File: src/rtl/page_walker.sv
module page_walker #(
  parameter int TLB_N = 4
) (
  input  logic        clk,
  input  logic        rst_n,
  input  logic        cr3_wr,
  input  logic [31:0] cr3_din,
  output logic [31:0] cr3,
  output logic [31:0] cr2,
  input  logic        req_valid,
  output logic        req_ready,
  input  logic [31:0] req_la,
  input  logic        req_write,
  input  logic        req_user,
  output logic        rsp_valid,
  output logic        rsp_fault,
  output logic [31:0] rsp_pa,
  output logic [2:0]  rsp_err,
  output logic        mem_req,
  output logic        mem_we,
  output logic [31:0] mem_addr,
  output logic [31:0] mem_wdata,
  input  logic        mem_ack,
  input  logic [31:0] mem_rdata
);
  localparam int IW = (TLB_N > 1) ? $clog2(TLB_N) : 1;

  typedef enum logic [2:0] {S_IDLE, S_PDE_RD, S_PDE_WR, S_PTE_RD, S_PTE_WR, S_DONE} st_t;
  st_t st;

  logic [31:0] la_q, pde_q, pte_q;
  logic        wr_q, us_q, hit_q;
  logic [IW-1:0] hidx_q, rr_q;

  logic          tv [TLB_N];
  logic [19:0]   ttag [TLB_N];
  logic [19:0]   tfrm [TLB_N];
  logic          tu [TLB_N];
  logic          tw [TLB_N];
  logic          td [TLB_N];

  logic          hit;
  logic [IW-1:0] hidx;
  always_comb begin
    hit  = 1'b0;
    hidx = '0;
    for (int i = 0; i < TLB_N; i++)
      if (tv[i] && ttag[i] == req_la[31:12]) begin
        hit  = 1'b1;
        hidx = IW'(i);
      end
  end

  wire hit_ok = hit && (!req_user || (tu[hidx] && (!req_write || tw[hidx])))
                    && (!req_write || td[hidx]);
  wire accept = req_valid && req_ready;

  wire [31:0] pde_addr = {cr3[31:12], la_q[31:22], 2'b00};
  wire [31:0] pte_addr = {pde_q[31:12], la_q[21:12], 2'b00};

  wire perm_ok = !us_q || (pde_q[2] && mem_rdata[2] && (!wr_q || (pde_q[1] && mem_rdata[1])));
  wire pte_upd = !mem_rdata[5] || (wr_q && !mem_rdata[6]);

  wire pde_ack = (st == S_PDE_RD) && mem_ack;
  wire pte_ack = (st == S_PTE_RD) && mem_ack;
  wire pde_np  = pde_ack && !mem_rdata[0];
  wire pte_bad = pte_ack && (!mem_rdata[0] || !perm_ok);
  wire fault_en = pde_np || pte_bad;
  wire fault_prot = pte_ack && mem_rdata[0];

  wire fill_en = (pte_ack && !pte_bad && !pte_upd) || ((st == S_PTE_WR) && mem_ack);
  wire [31:0] fill_pte = (st == S_PTE_RD) ? mem_rdata : mem_wdata;
  wire [IW-1:0] slot = hit_q ? hidx_q : rr_q;

  assign req_ready = (st == S_IDLE);
  assign rsp_valid = (st == S_DONE);
  assign mem_req   = (st == S_PDE_RD) || (st == S_PDE_WR) || (st == S_PTE_RD) || (st == S_PTE_WR);
  assign mem_we    = (st == S_PDE_WR) || (st == S_PTE_WR);
  assign mem_addr  = ((st == S_PDE_RD) || (st == S_PDE_WR)) ? pde_addr : pte_addr;

  always_comb begin
    mem_wdata = 32'h0;
    if (st == S_PDE_WR)      mem_wdata = pde_q | 32'h20;
    else if (st == S_PTE_WR) mem_wdata = pte_q | 32'h20 | (wr_q ? 32'h40 : 32'h0);
  end

  always_ff @(posedge clk) begin
    if (!rst_n) begin
      st        <= S_IDLE;
      la_q      <= '0;
      pde_q     <= '0;
      pte_q     <= '0;
      wr_q      <= 1'b0;
      us_q      <= 1'b0;
      hit_q     <= 1'b0;
      hidx_q    <= '0;
      rr_q      <= '0;
      cr3       <= '0;
      cr2       <= '0;
      rsp_fault <= 1'b0;
      rsp_pa    <= '0;
      rsp_err   <= '0;
    end else begin
      if (cr3_wr) cr3 <= {cr3_din[31:12], 12'h000};
      case (st)
        S_IDLE: if (accept) begin
          la_q   <= req_la;
          wr_q   <= req_write;
          us_q   <= req_user;
          hit_q  <= hit;
          hidx_q <= hidx;
          if (hit_ok) begin
            rsp_fault <= 1'b0;
            rsp_err   <= '0;
            rsp_pa    <= {tfrm[hidx], req_la[11:0]};
            st        <= S_DONE;
          end else begin
            st <= S_PDE_RD;
          end
        end
        S_PDE_RD: if (mem_ack) begin
          pde_q <= mem_rdata;
          if (!mem_rdata[0])     st <= S_DONE;
          else if (!mem_rdata[5]) st <= S_PDE_WR;
          else                    st <= S_PTE_RD;
        end
        S_PDE_WR: if (mem_ack) begin
          pde_q <= mem_wdata;
          st    <= S_PTE_RD;
        end
        S_PTE_RD: if (mem_ack) begin
          pte_q <= mem_rdata;
          if (pte_bad)      st <= S_DONE;
          else if (pte_upd) st <= S_PTE_WR;
          else              st <= S_DONE;
        end
        S_PTE_WR: if (mem_ack) st <= S_DONE;
        default: st <= S_IDLE;
      endcase
      if (fault_en) begin
        cr2       <= la_q;
        rsp_fault <= 1'b1;
        rsp_pa    <= '0;
        rsp_err   <= {us_q, wr_q, fault_prot};
      end
      if (fill_en) begin
        rsp_fault <= 1'b0;
        rsp_err   <= '0;
        rsp_pa    <= {fill_pte[31:12], la_q[11:0]};
        if (!hit_q) rr_q <= (rr_q == IW'(TLB_N - 1)) ? '0 : rr_q + 1'b1;
      end
    end
  end

  always_ff @(posedge clk) begin
    if (!rst_n) begin
      for (int i = 0; i < TLB_N; i++) tv[i] <= 1'b0;
    end else if (cr3_wr) begin
      for (int i = 0; i < TLB_N; i++) tv[i] <= 1'b0;
    end else if (fill_en) begin
      tv[slot] <= 1'b1;
    end
  end

  always_ff @(posedge clk) begin
    if (fill_en) begin
      ttag[slot] <= la_q[31:12];
      tfrm[slot] <= fill_pte[31:12];
      tu[slot]   <= pde_q[2] & fill_pte[2];
      tw[slot]   <= pde_q[1] & fill_pte[1];
      td[slot]   <= fill_pte[6];
    end
  end
endmodule

File: config.mk
export PLATFORM = sky130hd
export DESIGN_NAME = page_walker
export DESIGN_NICKNAME = d
export VERILOG_FILES = /design/src/rtl/page_walker.sv
export SDC_FILE = /design/constraint.sdc
export NUM_CORES = 1
export LEC_CHECK = 0
export BUFFER_PORTS_ARGS = -buffer_cell sky130_fd_sc_hd__buf_2
export CAP_MARGIN = 30
export CORE_MARGIN = 2
export CORE_UTILIZATION = 41
export CTS_BUF_LIST = sky130_fd_sc_hd__clkbuf_8
export DETAILED_ROUTE_END_ITERATION = 16
export HOLD_SLACK_MARGIN = 0.02
export PLACE_DENSITY = 0.72
export SLEW_MARGIN = 30
export SYNTH_ARGS = -nofsm -noshare
export SYNTH_HDL_FRONTEND = slang
export SYNTH_SLANG_ARGS = --single-unit
File: constraint.sdc
create_clock -name clk -period 4.9 [get_ports clk]
set_input_delay 0.735 -clock clk [delete_from_list [all_inputs] [get_ports clk]]
set_output_delay 0.735 -clock clk [all_outputs]
set_load 0.01 [all_outputs]
# ---- Word level (Yosys, flattened, before mapping)
# Memory sizes are Yosys's and may differ from the RTL's.
# Cells that the tools add are included.
dict set report totals {
  mem_bits_rw 176
  output_inout_bits 168
  word_cells 162
  inputBits 103
  mem_count 6
  reg_bits 194
}
# memory words width rd rd_clocked_by_memory_dff wr line_no
set mem_list {}
lappend mem_list {tfrm 4 20 1 0 1 37} ;# logic [19:0] tfrm [TLB_N];
lappend mem_list {ttag 4 20 4 0 1 36} ;# logic [19:0] ttag [TLB_N];
lappend mem_list {td 4 1 1 0 1 40} ;# logic td [TLB_N];
lappend mem_list {tu 4 1 1 0 1 38} ;# logic tu [TLB_N];
lappend mem_list {tv 4 1 4 0 4 35} ;# logic tv [TLB_N];
lappend mem_list {tw 4 1 1 0 1 39} ;# logic tw [TLB_N];
dict set report classes {
  mux 57
  bitwise_logic 9
  eq_ne 15
  addsub 1
  n_reduce_logical 60
}
# operator n
set ops {}
lappend ops {{2-to-1 mux 32 bit} 11}
lappend ops {{== test 20 bit} 4}
lappend ops {{case mux 32 bit (2 select lines)} 1}
lappend ops {{2-to-1 mux 3 bit} 11}
lappend ops {{bitwise OR 32 x 7 -> 32 bit} 1}
lappend ops {{2-to-1 mux 1 bit} 27}
lappend ops {{logical AND 1 bit} 20}
lappend ops {{case mux 3 bit (5 select lines)} 1}
lappend ops {{logical OR 1 bit} 13}
lappend ops {{logical NOT 1 bit} 10}
lappend ops {{2-to-1 mux 2 bit} 5}
lappend ops {{AND reduction 3 bit} 3}
lappend ops {{nonzero test 3 bit} 3}
lappend ops {{inequality test 2 bit, second input constant} 4}
lappend ops {{nonzero test 2 bit} 4}
lappend ops {{2-to-1 mux 7 bit} 1}
lappend ops {{== test 3 x 2 -> 1 bit, second input constant} 2}
lappend ops {{== test 3 bit, second input constant} 2}
lappend ops {{AND reduction 2 bit} 3}
lappend ops {{AND reduction 5 bit} 1}
lappend ops {{bitwise OR 1 bit} 4}
lappend ops {{== test 3 x 1 -> 1 bit, second input constant} 1}
lappend ops {{logical NOT 3 bit} 1}
lappend ops {{adder 2 x 1 -> 2 bit, second input constant} 1}
lappend ops {{other kinds (6)} 8}

# ---- Logic depth before layout (Yosys ltp)
dict set report depth {
  depth_word 17
  depth_mapped 12
  depth_no_buf 8
}

# ---- Worst setup path after synthesis
# No wires, ideal clock.
dict set report synth_path {
  kind {input-to-reg}
  from {input port mem_rdata[1]}
  to {memory td[1] (enable)}
  path_buffers 1
  path_slack_ns -0.401
  t_arrival_ns 4.802
  setup_time_ns 0.499
  cell_stages 7
  t_required_ns 4.401
  path_cell_list {a21boi_0 -> o21a_1 -> nand2b_1 -> o31a_1 -> nand2b_1 -> clkbuf_1 -> nor3_1}
}
dict set report synth_between {
  elab_chain_len 13
}
# element line_no
set synth_lines {}
lappend synth_lines {{from (decl)} 24} ;# input logic [31:0] mem_rdata
lappend synth_lines {{logical AND 1 bit} 61} ;# wire perm_ok = !us_q || (pde_q[2] && mem_rdata[2] && (!wr_q || (pde_q[1] && mem_rdata[1])));
lappend synth_lines {{logical OR 1 bit} 61}
lappend synth_lines {{logical AND 1 bit} 61}
lappend synth_lines {{logical OR 1 bit} 61}
lappend synth_lines {{logical NOT 1 bit} 67} ;# wire pte_bad = pte_ack && (!mem_rdata[0] || !perm_ok);
lappend synth_lines {{logical OR 1 bit} 67}
lappend synth_lines {{logical AND 1 bit} 67}
lappend synth_lines {{logical NOT 1 bit} 71} ;# wire fill_en = (pte_ack && !pte_bad && !pte_upd) || ((st == S_PTE_WR) && mem_ack);
lappend synth_lines {{logical AND 1 bit (2 in a row)} 71}
lappend synth_lines {{logical OR 1 bit} 71}
lappend synth_lines {{2-to-1 mux 1 bit} 166} ;# if (fill_en) begin
lappend synth_lines {{2-to-1 mux 1 bit (not written as such)} 171} ;# td[slot] <= fill_pte[6];
lappend synth_lines {{to (decl)} 40}
# No other way between the ends.

# ---- Worst setup path after layout
dict set report layout_path {
  from {register st[2]}
  to {output port mem_wdata[21]}
}
dict set report layout_between {
  elab_chain_len 3
  elab_cells_between_ends 4
  cone_classes {eq/ne (2); mux (2)}
}
# element line_no
set layout_lines {}
lappend layout_lines {{from (decl)} 29} ;# st_t st;
lappend layout_lines {{from (signal assigned)} 89} ;# st <= S_IDLE;
lappend layout_lines {{from (signal assigned)} 116} ;# st <= S_DONE;
lappend layout_lines {{from (signal assigned)} 118} ;# st <= S_PDE_RD;
lappend layout_lines {{== test 3 bit} 84} ;# else if (st == S_PTE_WR) mem_wdata = pte_q | 32'h20 | (wr_q ? 32'h40 : 32'h0);
lappend layout_lines {{2-to-1 mux 32 bit} 84}
lappend layout_lines {{2-to-1 mux 32 bit (*)} 83} ;# if (st == S_PDE_WR) mem_wdata = pde_q | 32'h20;
lappend layout_lines {{to (decl)} 22} ;# output logic [31:0] mem_wdata,
# Mark *: on every way between the ends. The rest lies on a longest branch, timed or not.

==> metrics.md <==
| Metric | Value |
|---|---|
| Clock period minus worst slack | 3.47 ns |
| Clk buf depth | 3 |
| Num ports | 271 |
| WL/cell | 18.8 um |
| R2r worst-path depth | 10 |
| Root Driver | clkbuf_8 |
| Largest net degree at the start of global routing | 71 |
| Area of the multi-input gates | 6350 um^2 |
| Worst setup startpoint | st[2]$_SDFFE_PN0P_ |
| GRT Util Overall | 0.207 |
| Postcts setup bufs | 0 |
| Top-count cell post-synth | nand2_1 |
| Fraction of layout cells with a size suffix above 1 | 0.243 |
| Synthesis-to-layout area growth | 17.0% |
| Post-synth cell types | 51 |
| Register area share after synthesis | 0.566 |
| DPL Wire Length | 28.5 mm |
| 1st-iter DRT viols | 999 |
| Slowest stage delay, CP | 0.69 ns |
| RSZ-0062 raised after global routing | false |
| Filler instances | 3520 |
| Total power | 6.37 mW |
| Via count of the first global-routing pass | 11900 |
| Levels on crit path | 4 |
| Gate Count Post-Synth | 1509 |
| FP Rows | 72 |
| Clock Skew | 0.00828 ns |
| Max Transition Viols Final | 0 |
| Final setup viols | 0 |
| Cts repair resizes | 0 |
| CTS hold repair buffers | 0 |
| Critical Path RT | 4.16 ns |
| Final net count | 1821 |
| CP top delay family | flip-flops |
| FF+latch count, synth | 368 |
| Die Span X | 202 um |
| Area leader, netlist | edfxtp_1 |
| Synth Area per Inst | 10.6 um^2 |
| DP Worst Slack | 0.906 ns |
| EDFF count, synth | 172 |
| Sinks on Clock Net | 368 |
| Fmax | 289 MHz |
| Drt pass-1 iters | 5 |
| Status | finished clean |
| Setup crit end | mem_wdata[21] |
| DRC Markers | 0 |
| Peak supply drop | 213 uV |
| Routed WL | 43.0 mm |
| Critical Path End Type | output port |
| FFs w/ async S/R, synth | 0 |
| Die H | 202 um |
| Tightest Pin Transition | 0.955 ns |
| TritonCTS clock tree | done |
| Hold crit path type | input pin to register |
| Synth Warn # | 0 |
| Critical path class | register to output port |
| Critical R2R Capture | rsp_pa[26]$_SDFFE_PN0P_ |
| FF/Latch Area | 9090 um^2 |
| Post-synthesis cell area | 16100 um^2 |
| Min Hold Slack | 0.380 ns |
| CTS buffer count | 57 |
| IO Port Bufs | 244 |
| Worst R2R Setup Slack | 1.49 ns |
| Clk_lat worst skew | 0.61 ns |
| GRT Residual Overflow | 0 |
| Post-synth top flop | dfxtp_1 |
| CP bufs+invs | 2 |
| Initial Util | 0.415 |
| Routed vias/inst | 5.28 |
| Initial antenna violation count | 4 |
| Slew Limit Headroom | 0.363 |
| Core ar. | 38600 um^2 |
| Final hold vios | 0 |
| Period utilisation layout | 0.707 |
| Final worst setup slack | 1.43 ns |
| Ranking of synthesized cells by area | edfxtp_1, dfxtp_1, a21boi_0 |
| Synth top area share | 0.322 |
| RD Place Congestion | 0.801 |
| Final ANT Viol Nets | 0 |
| H-tree Lvls | 2 |
| First-pass GRT wire length | 67.0 mm |
| Via Count | 12100 |
| Critical Path AT | 2.73 ns |
| Clock slew seen by the registers of the worst setup and hold paths | 0.06 ns |
| Worst reg2reg path startpoint | ttag[2][7]$_DFFE_PP_ |
| Crit-path cells | and2_1 -> buf_4 -> a22o_1 -> buf_2 |
| Commonest cells post-synth | nand2_1, dfxtp_1, a21boi_0 |
| Pleak | 7.34 nW |
| Critical-path maximum fanout | 22 |
| CP max stage cell | dfxtp_1 |
| Die ar. | 40800 um^2 |
| CP Launch Type | register |
| Power Density | 339 nW/um^2 |
| Max-cap violation count | 0 |
## worst min-delay path by stage
stage / startpoint / to / depth (start not counted)
5_1_grt: cr3_din[17] / cr3[17]$_SDFFE_PN0P_ / 3
3_5_place_dp: tv[1]$_DFF_P_ / tv[1]$_DFF_P_ / 1
6_report: cr3_din[29] / cr3[29]$_SDFFE_PN0P_ / 3
4_1_cts: req_write / wr_q$_SDFFE_PN0P_ / 3
2_1_floorplan: tv[1]$_DFF_P_ / tv[1]$_DFF_P_ / 1
3_3_place_gp: tv[1]$_DFF_P_ / tv[1]$_DFF_P_ / 1
## layer usage
layer | GRT usage | vias up | share of wire
li1 | - | 5720 | -
met1 | 0.274 | 5892 | 0.43
met2 | 0.346 | 409 | 0.48
met3 | 0.0424 | 63 | 0.073
met4 | 0.0528 | 2 | 0.018
met5 | 0 | - | 0.00030
## kinds of logic after synthesis
family | share of synthesized area
flops | 0.566
compound gates | 0.167
xor+xnor | 0.0447
fa+ha+maj | 0.000779
buf+inv | 0.0460
other cells | 0.000234
mux | 0.0561
simple gates | 0.119
## layout make-up
| type | instances | share of cell area |
|---|---|---|
| well taps | 518 | 0.0345 |
| clock buffers | 62 | 0.0454 |
| inverters | 28 | 0.00560 |
| flip-flops and latches | 368 | 0.484 |
| repair buffers | 278 | 0.0798 |
| clock inverters | 46 | 0.0125 |
| multi-input cells | 984 | 0.338 |
| diodes | 3 | 0.000400 |
## worst reg2reg max path, delay by kind of cell, from the launching register on
| kind | cells | cell delay, ns |
|---|---|---|
| AOI/OAI and AO/OA | 4 | 0.88 |
| xor gates and xnor gates | 1 | 0.15 |
| buffers and inverters | 2 | 0.50 |
| DFF | 1 | 0.38 |
| muxes | 1 | 0.36 |
| and+or+nand+nor | 2 | 1.02 |
## layout by cell type, fill, tap and decap left out, types with 20 or more instances in the layout
cell type	n
xor2_1	28
a21oi_1	93
inv_1	45
clkbuf_8	62
a22o_1	28
nand3_1	30
nand2_1	279
edfxtp_1	172
buf_2	243
nor2b_1	23
o2111ai_1	20
mux2_4	20
mux2_2	32
dfxtp_1	196
o21ai_0	23
mux2i_1	24
and2_1	26
buf_4	34
xnor2_1	54
a21boi_0	173
## stage by stage
stage / cell area (um^2) / utilization / instances / setup TNS (ns)
5_1_grt: 18800 / 0.486 / 2284 / 0
4_1_cts: 18700 / 0.485 / 2283 / 0
3_5_place_dp: 17700 / 0.457 / 2175 / 0
2_1_floorplan: 16100 / - / 1522 / -61.62
6_report: 18800 / 0.486 / 2287 / 0
3_3_place_gp: 17700 / 0.457 / 2175 / 0
## report_power, final
| group | total (mW) | leakage (nW) | internal (mW) | switching (mW) |
|---|---|---|---|---|
| registers | 3.37 | 3.18 | 3.29 | 0.0773 |
| clock network | 2.41 | 0.632 | 1.19 | 1.22 |
| logic | 0.591 | 3.52 | 0.240 | 0.352 |
| total | 6.37 | 7.34 | 4.71 | 1.65 |
## sequential cells by signal, summed over array words and instances, names as in the netlist, 2 cells and up, named ones only
signal / count
tv: 4
td: 4
cr2: 32
tu: 4
rr_q: 2
rsp_pa: 32
tw: 4
ttag: 80
pte_q: 31
rsp_err: 3
la_q: 32
tfrm: 80
hidx_q: 2
cr3: 20
st: 3
Power figures use the tool's default switching activity.
